==> config.mk <==
export PLATFORM = sky130hd
export DESIGN_NAME = frame_class_router
export DESIGN_NICKNAME = d
export VERILOG_FILES = /design/src/rtl/fcr_pkg.sv /design/src/rtl/fcr_port_select.sv /design/src/rtl/fcr_frame_ctrl.sv /design/src/rtl/fcr_out_steer.sv /design/src/rtl/frame_class_router.sv
export SDC_FILE = /design/constraint.sdc
export NUM_CORES = 1
export LEC_CHECK = 0
export BUFFER_PORTS_ARGS = -buffer_cell sky130_fd_sc_hd__buf_2
export CAP_MARGIN = 20
export CORE_MARGIN = 2
export CORE_UTILIZATION = 46
export DETAILED_ROUTE_END_ITERATION = 10
export PLACE_DENSITY = 0.91
export SYNTH_ARGS = -nofsm -noshare
export SYNTH_HDL_FRONTEND = slang
export SYNTH_SLANG_ARGS = --single-unit
export TNS_END_PERCENT = 30
==> constraint.sdc <==
create_clock -name clk -period 3.1 [get_ports clk]
set_clock_uncertainty 0.05 [all_clocks]
set_input_delay 0 -clock clk [delete_from_list [all_inputs] [get_ports clk]]
set_output_delay 0 -clock clk [all_outputs]
set_load 0.05 [all_outputs]
==> src/rtl/fcr_pkg.sv <==
package fcr_pkg;

    localparam int CLASS_W   = 8;
    localparam int MAX_PORTS = 4;
    localparam int PORT_W    = $clog2(MAX_PORTS);

    typedef logic [CLASS_W-1:0] class_t;
    typedef logic [PORT_W-1:0]  port_t;

    typedef enum logic [1:0] {
        ST_IDLE  = 2'd0,
        ST_PASS  = 2'd1,
        ST_DRAIN = 2'd2
    } fsm_t;

    typedef struct packed {
        port_t  port;
        class_t cls;
    } route_t;

    function automatic logic class_hit(input class_t mask, input class_t cls);
        return |(mask & cls);
    endfunction

endpackage

==> src/rtl/fcr_port_select.sv <==
module fcr_port_select
    import fcr_pkg::*;
#(
    parameter int NUM_PORTS = 2
) (
    input  class_t masks [NUM_PORTS-1],
    input  class_t cls,
    output port_t  pick
);

    localparam int NUM_MASKED = NUM_PORTS - 1;

    logic [NUM_MASKED-1:0] hit;

    for (genvar g = 0; g < NUM_MASKED; g++) begin : g_hit
        assign hit[g] = class_hit(masks[g], cls);
    end

    // The last port takes every frame that no earlier port claims.
    always_comb begin
        pick = port_t'(NUM_PORTS - 1);
        for (int p = NUM_MASKED - 1; p >= 0; p--) begin
            if (hit[p]) pick = port_t'(p);
        end
    end

endmodule

==> src/rtl/fcr_frame_ctrl.sv <==
module fcr_frame_ctrl
    import fcr_pkg::*;
(
    input  logic   clk,
    input  logic   rst,
    input  logic   in_valid,
    input  logic   in_eof,
    input  logic   in_drop,
    input  class_t in_class,
    input  port_t  pick,
    input  logic   sel_ready,
    output logic   in_ready,
    output logic   pass,
    output route_t route
);

    fsm_t   state;
    route_t held;
    logic   at_start;
    logic   take;

    assign at_start = (state == ST_IDLE);

    always_comb begin
        if (at_start) route = '{port: pick, cls: in_class};
        else          route = held;
    end

    assign pass     = (at_start && in_valid && !in_drop) || (state == ST_PASS);
    assign in_ready = (at_start && in_valid && in_drop)
                    || (state == ST_DRAIN)
                    || (pass && sel_ready);
    assign take     = in_valid && in_ready;

    always_ff @(posedge clk) begin
        if (rst) begin
            state <= ST_IDLE;
            held  <= '0;
        end else if (take) begin
            unique case (state)
                ST_IDLE: begin
                    held <= route;
                    if (!in_eof) state <= in_drop ? ST_DRAIN : ST_PASS;
                end
                ST_PASS, ST_DRAIN: begin
                    if (in_eof) state <= ST_IDLE;
                end
                default: state <= ST_IDLE;
            endcase
        end
    end

endmodule

==> src/rtl/fcr_out_steer.sv <==
module fcr_out_steer
    import fcr_pkg::*;
#(
    parameter int NUM_PORTS = 2,
    parameter int DATA_W    = 8
) (
    input  logic                          pass,
    input  route_t                        route,
    input  logic                          in_valid,
    input  logic [DATA_W-1:0]             in_data,
    input  logic                          in_sof,
    input  logic                          in_eof,
    input  logic [NUM_PORTS-1:0]          out_ready,
    output logic                          sel_ready,
    output logic [NUM_PORTS-1:0]          out_valid,
    output logic [NUM_PORTS*DATA_W-1:0]   out_data,
    output logic [NUM_PORTS-1:0]          out_sof,
    output logic [NUM_PORTS-1:0]          out_eof,
    output logic [NUM_PORTS*CLASS_W-1:0]  out_class
);

    for (genvar g = 0; g < NUM_PORTS; g++) begin : g_port
        // Payload fans out to every port; only the valid is steered.
        assign out_valid[g]                  = pass && in_valid && (route.port == port_t'(g));
        assign out_data[g*DATA_W +: DATA_W]  = in_data;
        assign out_sof[g]                    = in_sof;
        assign out_eof[g]                    = in_eof;
        assign out_class[g*CLASS_W +: CLASS_W] = route.cls;
    end

    always_comb begin
        sel_ready = 1'b0;
        for (int p = 0; p < NUM_PORTS; p++) begin
            if (route.port == port_t'(p)) sel_ready = out_ready[p];
        end
    end

endmodule

==> src/rtl/frame_class_router.sv <==
module frame_class_router
    import fcr_pkg::*;
#(
    parameter int NUM_PORTS = 2,
    parameter int DATA_W    = 8
) (
    input  logic                                 clk,
    input  logic                                 rst,
    input  logic [(NUM_PORTS-1)*CLASS_W-1:0]     port_mask_i,
    input  logic                                 in_valid,
    output logic                                 in_ready,
    input  logic [DATA_W-1:0]                    in_data,
    input  logic                                 in_sof,
    input  logic                                 in_eof,
    input  logic [CLASS_W-1:0]                   in_class,
    input  logic                                 in_drop,
    output logic [NUM_PORTS-1:0]                 out_valid,
    input  logic [NUM_PORTS-1:0]                 out_ready,
    output logic [NUM_PORTS*DATA_W-1:0]          out_data,
    output logic [NUM_PORTS-1:0]                 out_sof,
    output logic [NUM_PORTS-1:0]                 out_eof,
    output logic [NUM_PORTS*CLASS_W-1:0]         out_class
);

    localparam int NUM_MASKED = NUM_PORTS - 1;

    class_t mask_arr [NUM_MASKED];
    port_t  pick;
    route_t route;
    logic   pass;
    logic   sel_ready;

    for (genvar g = 0; g < NUM_MASKED; g++) begin : g_mask
        assign mask_arr[g] = port_mask_i[g*CLASS_W +: CLASS_W];
    end

    fcr_port_select #(.NUM_PORTS(NUM_PORTS)) u_select (
        .masks (mask_arr),
        .cls   (in_class),
        .pick  (pick)
    );

    fcr_frame_ctrl u_ctrl (
        .clk       (clk),
        .rst       (rst),
        .in_valid  (in_valid),
        .in_eof    (in_eof),
        .in_drop   (in_drop),
        .in_class  (in_class),
        .pick      (pick),
        .sel_ready (sel_ready),
        .in_ready  (in_ready),
        .pass      (pass),
        .route     (route)
    );

    fcr_out_steer #(.NUM_PORTS(NUM_PORTS), .DATA_W(DATA_W)) u_steer (
        .pass      (pass),
        .route     (route),
        .in_valid  (in_valid),
        .in_data   (in_data),
        .in_sof    (in_sof),
        .in_eof    (in_eof),
        .out_ready (out_ready),
        .sel_ready (sel_ready),
        .out_valid (out_valid),
        .out_data  (out_data),
        .out_sof   (out_sof),
        .out_eof   (out_eof),
        .out_class (out_class)
    );

endmodule

==> results.ini, run 1 <==
[outcome]
outcome = finished clean

[sta]
finalCriticalPeriod_ps = 2320
max_slew_headroom_at_the_worst_pin = 0.346
timing.final.crit_share = 0.747
report.final.slew_viol_count = 0
setup_viol = 0
whs_ps = 31.6
rsz0062_at_grt = false
max_slew.worst_pin.slew_ps = 978
max_clock_freq_mhz = 432
setup-tns-final_ps = 0
timing.final.hold_violations = 0

[power_and_ir_drop]
power.density_cell_area_nw_per_um2 = 457
total_power_uw = 592
worst_ir_drop_vdd_uv = 319
power_leakage_nw = 0.612

[grt]
grt_first_pass_wirelength_um = 3130
grt_antenna_before_repair = 0
grt_start_max_net_pins = 23
grt_util_all_layers = 0.152
grt_pass1_vias = 770
globalRoute.totalOverflow = 0

[worst_setup_path]
critical_path.cell_chain = inv_1, ha_1, o211ai_1, mux2i_1, or2_2, buf_2
crit_path_end_kind = output port
cp.required_ps = 3050
critical_path.max_stage_delay_ps = 660
cp.arrival_ps = 2270
crit_path_max_fanout = 18
crit_path_start_kind = flop
critical-path-slowest-cell = ha_1
timing.critical_path.from = u_ctrl.state[0]$_SDFFE_PP0P_
r2r_start = u_ctrl.state[0]$_SDFFE_PP0P_
timing_worst_setup_path_type = reg -> out

[floorplan]
num_rows = 18
initial_core_util = 0.476
die_area_um2 = 2910
ioPinCount = 71
core_um2 = 2410
die_x_um = 53.9
die_h_um = 53.9

[place]
place_hpwl_um = 1530
post_place_instance_area_um2 = 1110
finalWeightedCongestion = 0.759
numPortBuffers = 43

[routing]
detail_route.iter0.violations = 22
detail_route.wl_per_cell_um = 11.7
vias = 919
route.detailed.vias_per_inst = 5.05
drt.antenna.violating_nets = 0
drt_pre_antenna_iters = 5
detail_route.drc_violations = 0
wl_um = 2120

[clock_tree]
cts-buffers-inserted = 3
cts_tree = built
clock_tree.htree_level_count = 1
path_clk_slew_ps = 70
clock-sinks = 12
cts-root-buf = clkbuf_4
cts-root-to-sink-buffers = 2
insertion_delay_ps = 270

[finish]
fillerInstances = 231
insertedDiodeCount = 0
syn_to_final_growth_pct = 12.9
finish.instance_area_um2 = 1290
layout.nets = 188
share_of_post_route_cells_with_drive_strength_above_1 = 0.395

[synth]
synth_largest_type_area_fraction = 0.236
yosys.cell_count.top_type = buf_4
postSynthCellCount = 130
post_synth_main_area_contributors = buf_4, dfxtp_1, mux2i_1
yosys.cell_types.count = 32
yosys_most_used_dff = dfxtp_1
synth.largest_area_cell = buf_4
avgSynthCellArea_um2 = 8.82
synth_enable_flop_cells = 0
synth_commonest_cells = buf_4, nand2b_1, dfxtp_1, mux2i_1, mux2_2
synth_async_sr_flop_share = 0
synth_fp_nets = 165
yosysSeqAreaShare = 0.210
synth.cell_area_um2 = 1150
synth-warning-count = 0
synth.ff_latch_count = 12

[min_path]
hp-start = in_class[3]
timing.hold.worst.class = in -> reg

[run]
max_capacitance_violation_count = 0

==> state kept, by name, summed over array words and instances (netlist names) <==
name          cells
u_ctrl.state      2
u_ctrl.held      10
==> report_power, final <==
| group | total [mW] | switching, mW | internal, mW |
|---|---|---|---|
| clock network | 0.124 | 0.0528 | 0.0714 |
| logic | 0.298 | 0.213 | 0.0854 |
| registers | 0.169 | 0.00527 | 0.164 |
| total | 0.592 | 0.271 | 0.321 |
==> cells in the final DEF (no fill, tap or decap) <==
cell,count
a211oi_1,1
a21oi_1,1
a22oi_1,3
a22oi_2,1
a31oi_1,1
and3_1,1
buf_2,43
buf_4,1
clkbuf_4,3
clkbuf_8,1
dfxtp_1,12
dlygate4sd3_1,15
ha_1,3
inv_1,4
mux2_2,8
mux2i_1,12
nand2_1,3
nand2b_1,15
nand4_1,1
nand4_2,1
nor2_1,4
nor2b_1,3
nor3b_1,1
o2111ai_1,1
o211a_1,1
o211ai_1,2
o21a_1,2
o21ai_0,1
o31ai_1,2
o31ai_4,1
or2_2,1
or2b_1,2
or4_1,1
==> layout make-up <==
class                   instances  area [um2]  area share
well taps                      30        37.5      0.0290
flip-flops and latches         12         240       0.186
clock buffers                   4        36.3      0.0280
multi-input cells              73         592       0.457
repair buffers                 59         373       0.288
inverters                       4        15.0      0.0116
==> cell families after synthesis <==
group	count (synthesis)	share of synthesized area
buffers and inverters	45	0.274
and+or+nand+nor	33	0.175
muxes	20	0.183
AOI/OAI and AO/OA	17	0.126
DFF	12	0.210
adders and majority gates	3	0.0328
==> metal layers <==
| layer | track usage | wire length (um) | vias to the layer above |
|---|---|---|---|
| met5 | 0 | 0 | - |
| met4 | 0.107 | 44 | 0 |
| met3 | 0.0361 | 182 | 4 |
| met2 | 0.252 | 977 | 51 |
| met1 | 0.170 | 919 | 413 |
| li1 | - | - | 451 |
==> worst max-delay path, delay by kind of cell, from the launching register on <==
family	cells	cell delay [ps]
AND/OR/NAND/NOR	1	160
flip-flops	1	310
multiplexers	1	290
adder cells (fa/ha/maj)	1	660
AO/OA/AOI/OAI	1	210
buffers and inverters	2	360
==> per-stage QoR <==
step	setup WS [ps]	instances	utilization
2_1_floorplan	1250	130	-
3_3_place_gp	1020	163	0.460
3_5_place_dp	971	163	0.460
4_1_cts	770	182	0.537
5_1_grt	650	182	0.537
6_report	783	182	0.537
==> timing repair <==
item                      CTS  global route
hold endpoints to repair   24             0
hold buffers               15             0
setup buffers               0             0
gates resized for setup     0             0
==> worst paths after layout <==
| check | endpoint | slack, ps | cells past startpoint |
|---|---|---|---|
| worst max register to register | u_ctrl.held[8]$_SDFFE_PP0P_ | 950 | 7 |
| worst min-delay path | u_ctrl.held[3]$_SDFFE_PP0P_ | 30 | 3 |
| worst max-delay path | in_ready | 780 | 6 |
| worst min register to register | u_ctrl.held[9]$_SDFFE_PP0P_ | 430 | 1 |
(Power assumes the default switching activity.)
==> run 2, diff against run 1 <==
- CORE_UTILIZATION: 46 -> 39
- PLACE_DENSITY: 0.91 -> 0.83
- clock period: 3.1 -> 2 ns (I/O delays scaled with it)
==> run 2 against run 1 <==
  * First-iteration DRC count down 36%
  * Wire length up 3.5%
  * Via count up 0.22%
  * Combinational power up 58%
  * Critical path depth unchanged
  * Highest routed layer unchanged
==> results.ini, run 2 (same netlist as run 1, synthesis figures left out) <==
[routing]
vias = 921  ; was 919
route.detailed.vias_per_inst = 5.01  ; was 5.05
detail_route.wl_per_cell_um = 12.0  ; was 11.7 um
detail_route.iter0.violations = 14  ; was 22
drt_pre_antenna_iters = 4  ; was 5
detail_route.drc_violations = 0  ; unchanged
wl_um = 2200  ; was 2120 um
drt.antenna.violating_nets = 0  ; unchanged

[finish]
finish.instance_area_um2 = 1300  ; was 1290 um2
syn_to_final_growth_pct = 13.3  ; was 12.9%
biggestRegsByFlops = u_ctrl.held: 10 flops, u_ctrl.state: 2 flops  ; unchanged
layout_common_cells = buf_2, nand2b_1, dlygate4sd3_1  ; unchanged
share_of_post_route_cells_with_drive_strength_above_1 = 0.405  ; was 0.395
largest_register_ffs = 10  ; unchanged
insertedDiodeCount = 0  ; unchanged
fillerInstances = 271  ; was 231
layout.nets = 190  ; was 188
mostFrequentLayoutCell = buf_2  ; unchanged
registers.top_by_ff_count = u_ctrl.held  ; unchanged

[clock_tree]
cts-buffers-inserted = 3  ; unchanged
cts-root-buf = clkbuf_4  ; unchanged
cts_tree = built  ; unchanged
path_clk_slew_ps = 80  ; was 70 ps
cts-root-to-sink-buffers = 2  ; unchanged
clock-sinks = 12  ; unchanged
clock_tree.htree_level_count = 1  ; unchanged
insertion_delay_ps = 270  ; about the same

[power_and_ir_drop]
worst_ir_drop_vdd_uv = 363  ; was 319 uV
power.density_cell_area_nw_per_um2 = 677  ; was 457 nW/um2
power_leakage_nw = 0.612  ; about the same

[floorplan]
die_h_um = 58.2  ; was 53.9 um
initial_core_util = 0.412  ; was 0.476
die_x_um = 58.2  ; was 53.9 um
core_um2 = 2780  ; was 2410 um2
ioPinCount = 71  ; unchanged
num_rows = 19  ; was 18
die_area_um2 = 3390  ; was 2910 um2

[place]
finalWeightedCongestion = 0.787  ; was 0.759
numPortBuffers = 43  ; unchanged
post_place_instance_area_um2 = 1120  ; was 1110 um2
place_hpwl_um = 1680  ; was 1530 um

[worst_setup_path]
timing_worst_setup_path_type = reg -> out  ; unchanged
crit_path_end_kind = output port  ; unchanged
cp.arrival_ps = 1820  ; was 2270 ps
crit_path_max_fanout = 7  ; was 18
crit_path_start_kind = flop  ; unchanged
cp.required_ps = 1950  ; was 3050 ps

[sta]
timing.final.hold_violations = 0  ; unchanged
setup_viol = 0  ; unchanged
timing.final.crit_share = 0.937
report.final.slew_viol_count = 0  ; unchanged
max_slew_headroom_at_the_worst_pin = 0.348  ; was 0.346
max_clock_freq_mhz = 534
setup-tns-final_ps = 0  ; unchanged
finalCriticalPeriod_ps = 1870
max_slew.worst_pin.slew_ps = 975  ; was 978 ps
rsz0062_at_grt = false  ; unchanged

[outcome]
outcome = finished clean  ; unchanged

[grt]
grt_util_all_layers = 0.136  ; was 0.152
globalRoute.totalOverflow = 0  ; unchanged
grt_antenna_before_repair = 0  ; unchanged
grt_start_max_net_pins = 23  ; unchanged
grt_pass1_vias = 816  ; was 770
grt_first_pass_wirelength_um = 3460  ; was 3130 um

[run]
max_capacitance_violation_count = 0  ; unchanged

[min_path]
timing.hold.worst.class = in -> reg  ; unchanged

-- run 2: cell count changes in the layout (fill, tap and decap cells not counted) --
cell | before | now
buf_4 | 1 | 3
clkbuf_8 | 1 | 0
ha_1 | 3 | 2
ha_2 | 0 | 1
-- run 2: per-stage QoR --
stage	instances	setup slack, ps	hold slack, ps	utilization	power [mW]
detailed placement	166	205	-49.5	0.404	0.644
floorplan	130	151	105	-	0.701
global route	184	32.7	38.7	0.467	0.922
global placement	166	273	-49.5	0.404	0.639
CTS	184	19.8	23.3	0.466	0.885
finish	184	126	28.7	0.467	0.879
-- run 2: critical path: stages (launching register included) --
cell,delay [ps]
dfxtp_1,340
inv_1,80
ha_2,250
a31oi_1,240
o31ai_4,130
or2_2,300
buf_2,210
-- run 2: repair_timing --
action                                 in CTS  in global routing
gates resized for setup                     0                  1
hold buffers                               15                  0
buffers inserted                            0                  0
setup endpoints to repair                   0                  8
endpoints found under the hold margin      24                  0
-- run 2: path summary, 6_finish.rpt --
path	start	to	slack, ps	cells past startpoint
min reg2reg	u_ctrl.held[9]$_SDFFE_PP0P_	u_ctrl.held[9]$_SDFFE_PP0P_	420	1
min	in_class[6]	u_ctrl.held[6]$_SDFFE_PP0P_	30	3
max reg2reg	u_ctrl.state[0]$_SDFFE_PP0P_	u_ctrl.held[5]$_SDFFE_PP0P_	280	7
max	u_ctrl.state[0]$_SDFFE_PP0P_	in_ready	130	6
-- run 2: report_power, final --
group	switching (mW)	internal (mW)	total [mW]
Clock	0.0772	0.0695	0.147
Sequential	0.00864	0.254	0.263
Combinational	0.332	0.138	0.470
-- run 2: per-layer routing --
metal / track usage / up-vias / part of all wire
li1: - / 456 / -
met1: 0.160 / 418 / 0.43
met2: 0.222 / 45 / 0.48
met3: 0.0402 / 2 / 0.080
met4: 0.0731 / 0 / 0.010
met5: 0 / - / 0
-- run 2: area by class of cell --
type,instances,area (um2),share of cell area
Sequential cell,12,240,0.185
Timing Repair Buffer,61,388,0.299
Inverter,4,15.0,0.0116
Tap cell,31,38.8,0.0299
Multi-Input combinational cell,73,594,0.458
Clock buffer,3,22.5,0.0173
==> run 3, diff against run 2 <==
- GPL_TIMING_DRIVEN: not set -> 0
- clock period: 2 -> 1.7 ns (I/O delays scaled with it)
==> run 3 against run 2 <==
  * The run now ends with negative setup slack left
  * Sequential share of layout area is 6.5 points lower
  * Combinational power rose by 89%
  * Non-clock buffer count increased by 57
  * Critical path type unchanged
  * Count of clock-buffer cells in the layout unchanged
  * Largest power group unchanged
==> results.ini, run 3 (same netlist as run 1, synthesis figures left out) <==
[sta]
whs_ps = 32.4  ; was 28.7 ps
layout_setup_ws_ps = -43.8  ; was 126 ps
max_slew_headroom_at_the_worst_pin = 0.733  ; was 0.348
finalCriticalPeriod_ps = 1740
rsz0062_at_grt = true  ; was false
max_clock_freq_mhz = 573
timing.final.crit_share = 1.03
timing.final.hold_violations = 0  ; unchanged
report.final.slew_viol_count = 0  ; unchanged
setup-tns-final_ps = -621  ; was 0 ps
setup_viol = 19  ; was 0
max_slew.worst_pin.slew_ps = 400  ; was 975 ps

[worst_setup_path]
crit_path_max_fanout = 8  ; was 7
rr_worst_depth = 8  ; was 7
worstReg2RegEnd = u_ctrl.held[8]$_SDFFE_PP0P_  ; was u_ctrl.held[5]$_SDFFE_PP0P_
crit_path_start_kind = flop  ; unchanged
cp.required_ps = 1650  ; was 1950 ps
r2r_start = u_ctrl.state[0]$_SDFFE_PP0P_  ; unchanged
crit_path_end_kind = output port  ; unchanged
rrSetupSlack_ps = -10  ; was 280 ps
timing_worst_setup_path_type = reg -> out  ; unchanged
cp.arrival_ps = 1690  ; was 1820 ps

[floorplan]
die_h_um = 58.2  ; unchanged
core_um2 = 2780  ; unchanged
initial_core_util = 0.412  ; unchanged
num_rows = 19  ; unchanged
die_x_um = 58.2  ; unchanged
die_area_um2 = 3390  ; unchanged
ioPinCount = 71  ; unchanged

[routing]
detail_route.iter0.violations = 12  ; was 14
vias = 1145  ; was 921
drt_pre_antenna_iters = 4  ; unchanged
met2_length_um = 1630  ; was 1060 um
route.detailed.vias_per_inst = 4.75  ; was 5.01
wl_um = 3060  ; was 2200 um
detail_route.wirelength.met1_um = 1210  ; was 941 um
drt.antenna.violating_nets = 0  ; unchanged
detail_route.drc_violations = 0  ; unchanged
top_layer = met3  ; was met4
detail_route.wl_per_cell_um = 12.7  ; was 12.0 um
route.met3.wl_um = 215  ; was 175 um

[finish]
multi_input_area_um2 = 681  ; was 594 um2
registers.top_by_ff_count = u_ctrl.held  ; unchanged
layout.nets = 247  ; was 190
share_of_post_route_cells_with_drive_strength_above_1 = 0.638  ; was 0.405
fillerInstances = 218  ; was 271
syn_to_final_growth_pct = 76.6  ; was 13.3%
regArea_um2 = 243  ; was 240 um2
insertedDiodeCount = 0  ; unchanged
mostFrequentLayoutCell = buf_2  ; unchanged
biggestRegsByFlops = u_ctrl.held: 10 flops, u_ctrl.state: 2 flops  ; unchanged
largest_register_ffs = 10  ; unchanged
layout_common_cells = buf_2, buf_4, buf_6  ; was buf_2, nand2b_1, dlygate4sd3_1

[grt]
grt_start_max_net_pins = 11  ; was 23
grt_util_all_layers = 0.184  ; was 0.136
grt_antenna_before_repair = 0  ; unchanged
globalRoute.totalOverflow = 0  ; unchanged
grt_pass1_vias = 1081  ; was 816
grt_first_pass_wirelength_um = 4800  ; was 3460 um

[min_path]
hold-path-endpoint = u_ctrl.held[3]$_SDFFE_PP0P_  ; was u_ctrl.held[6]$_SDFFE_PP0P_
timing.hold.worst.class = in -> reg  ; unchanged
hold_path_depth = 3  ; unchanged
hp-start = in_class[3]  ; was in_class[6]

[clock_tree]
path_clk_slew_ps = 70  ; was 80 ps
cts-root-to-sink-buffers = 2  ; unchanged
cts-root-buf = clkbuf_4  ; unchanged
clock-sinks = 12  ; unchanged
cts_tree = built  ; unchanged
cts-buffers-inserted = 3  ; unchanged
insertion_delay_ps = 270  ; about the same
clock_tree.htree_level_count = 1  ; unchanged

[outcome]
outcome = finished, violations left  ; was finished clean
failed_checks = negative setup slack

[power_and_ir_drop]
power.density_cell_area_nw_per_um2 = 677  ; about the same
power_leakage_nw = 1.00  ; was 0.612 nW
worst_ir_drop_vdd_uv = 554  ; was 363 uV

[place]
finalWeightedCongestion = 0.899  ; was 0.787
place_hpwl_um = 1960  ; was 1680 um
numPortBuffers = 61  ; was 43

[run]
max_capacitance_violation_count = 0  ; unchanged

[run 3: what timing repair did]
action,CTS,global route
buffers inserted,7,0
gates resized for setup,95,5
gates cloned,1,0
endpoints found under the setup margin,21,24
hold buffers,8,0
pin swaps,1,1
endpoints found under the hold margin,7,0
[run 3: layout make-up]
type	count	share of cell area
Timing Repair Buffer	77	0.320
Clock buffer	3	0.0111
Inverter	4	0.00742
Buffer	41	0.186
Sequential cell	12	0.120
Multi-Input combinational cell	73	0.336
Tap cell	31	0.0192
[run 3: worst max-delay path by stage]
stage / from / endpoint / depth (start not counted) / slack, ps
after floorplan: u_ctrl.state[0]$_SDFFE_PP0P_ / u_ctrl.held[8]$_SDFFE_PP0P_ / 7 / 50
after global placement: u_ctrl.state[0]$_SDFFE_PP0P_ / out_class[6] / 7 / -110
after detailed placement: u_ctrl.state[0]$_SDFFE_PP0P_ / out_class[6] / 7 / -110
after CTS: u_ctrl.state[0]$_SDFFE_PP0P_ / out_class[6] / 7 / -20
after global routing: u_ctrl.state[1]$_SDFFE_PP0P_ / u_ctrl.held[8]$_SDFFE_PP0P_ / 7 / -90
final: u_ctrl.state[0]$_SDFFE_PP0P_ / out_class[10] / 7 / -40
[run 3: worst max-delay path, stage by stage, from the launching register on]
cell and delay, ps:
dfxtp_2 350, inv_2 60, ha_4 160, buf_12 140, buf_16 140, mux2_4 300
buf_4 140, buf_6 140
[run 3: per-stage QoR]
| step | worst slack [ps] | cell area, um2 | power (mW) | cells | utilization |
|---|---|---|---|---|---|
| 5_1_grt | -93.4 | 2020 | 1.44 | 241 | 0.728 |
| 2_1_floorplan | 47.4 | 1150 | 0.826 | 130 | - |
| 3_3_place_gp | -110 | 1490 | 0.944 | 222 | 0.537 |
| 6_report | -43.8 | 2020 | 1.37 | 241 | 0.728 |
| 3_5_place_dp | -114 | 1490 | 0.950 | 222 | 0.537 |
| 4_1_cts | -15.0 | 2010 | 1.36 | 241 | 0.722 |
[run 3: power by group]
group | total, mW | switching, mW | internal, mW
registers | 0.311 | 0.0108 | 0.300
logic | 0.889 | 0.466 | 0.423
clock network | 0.172 | 0.0897 | 0.0819
[run 3: metal layers]
layer,up-vias,track usage
met1,525,0.226
met3,0,0.0424
met5,-,0
li1,572,-
met2,48,0.331
met4,0,0.0266
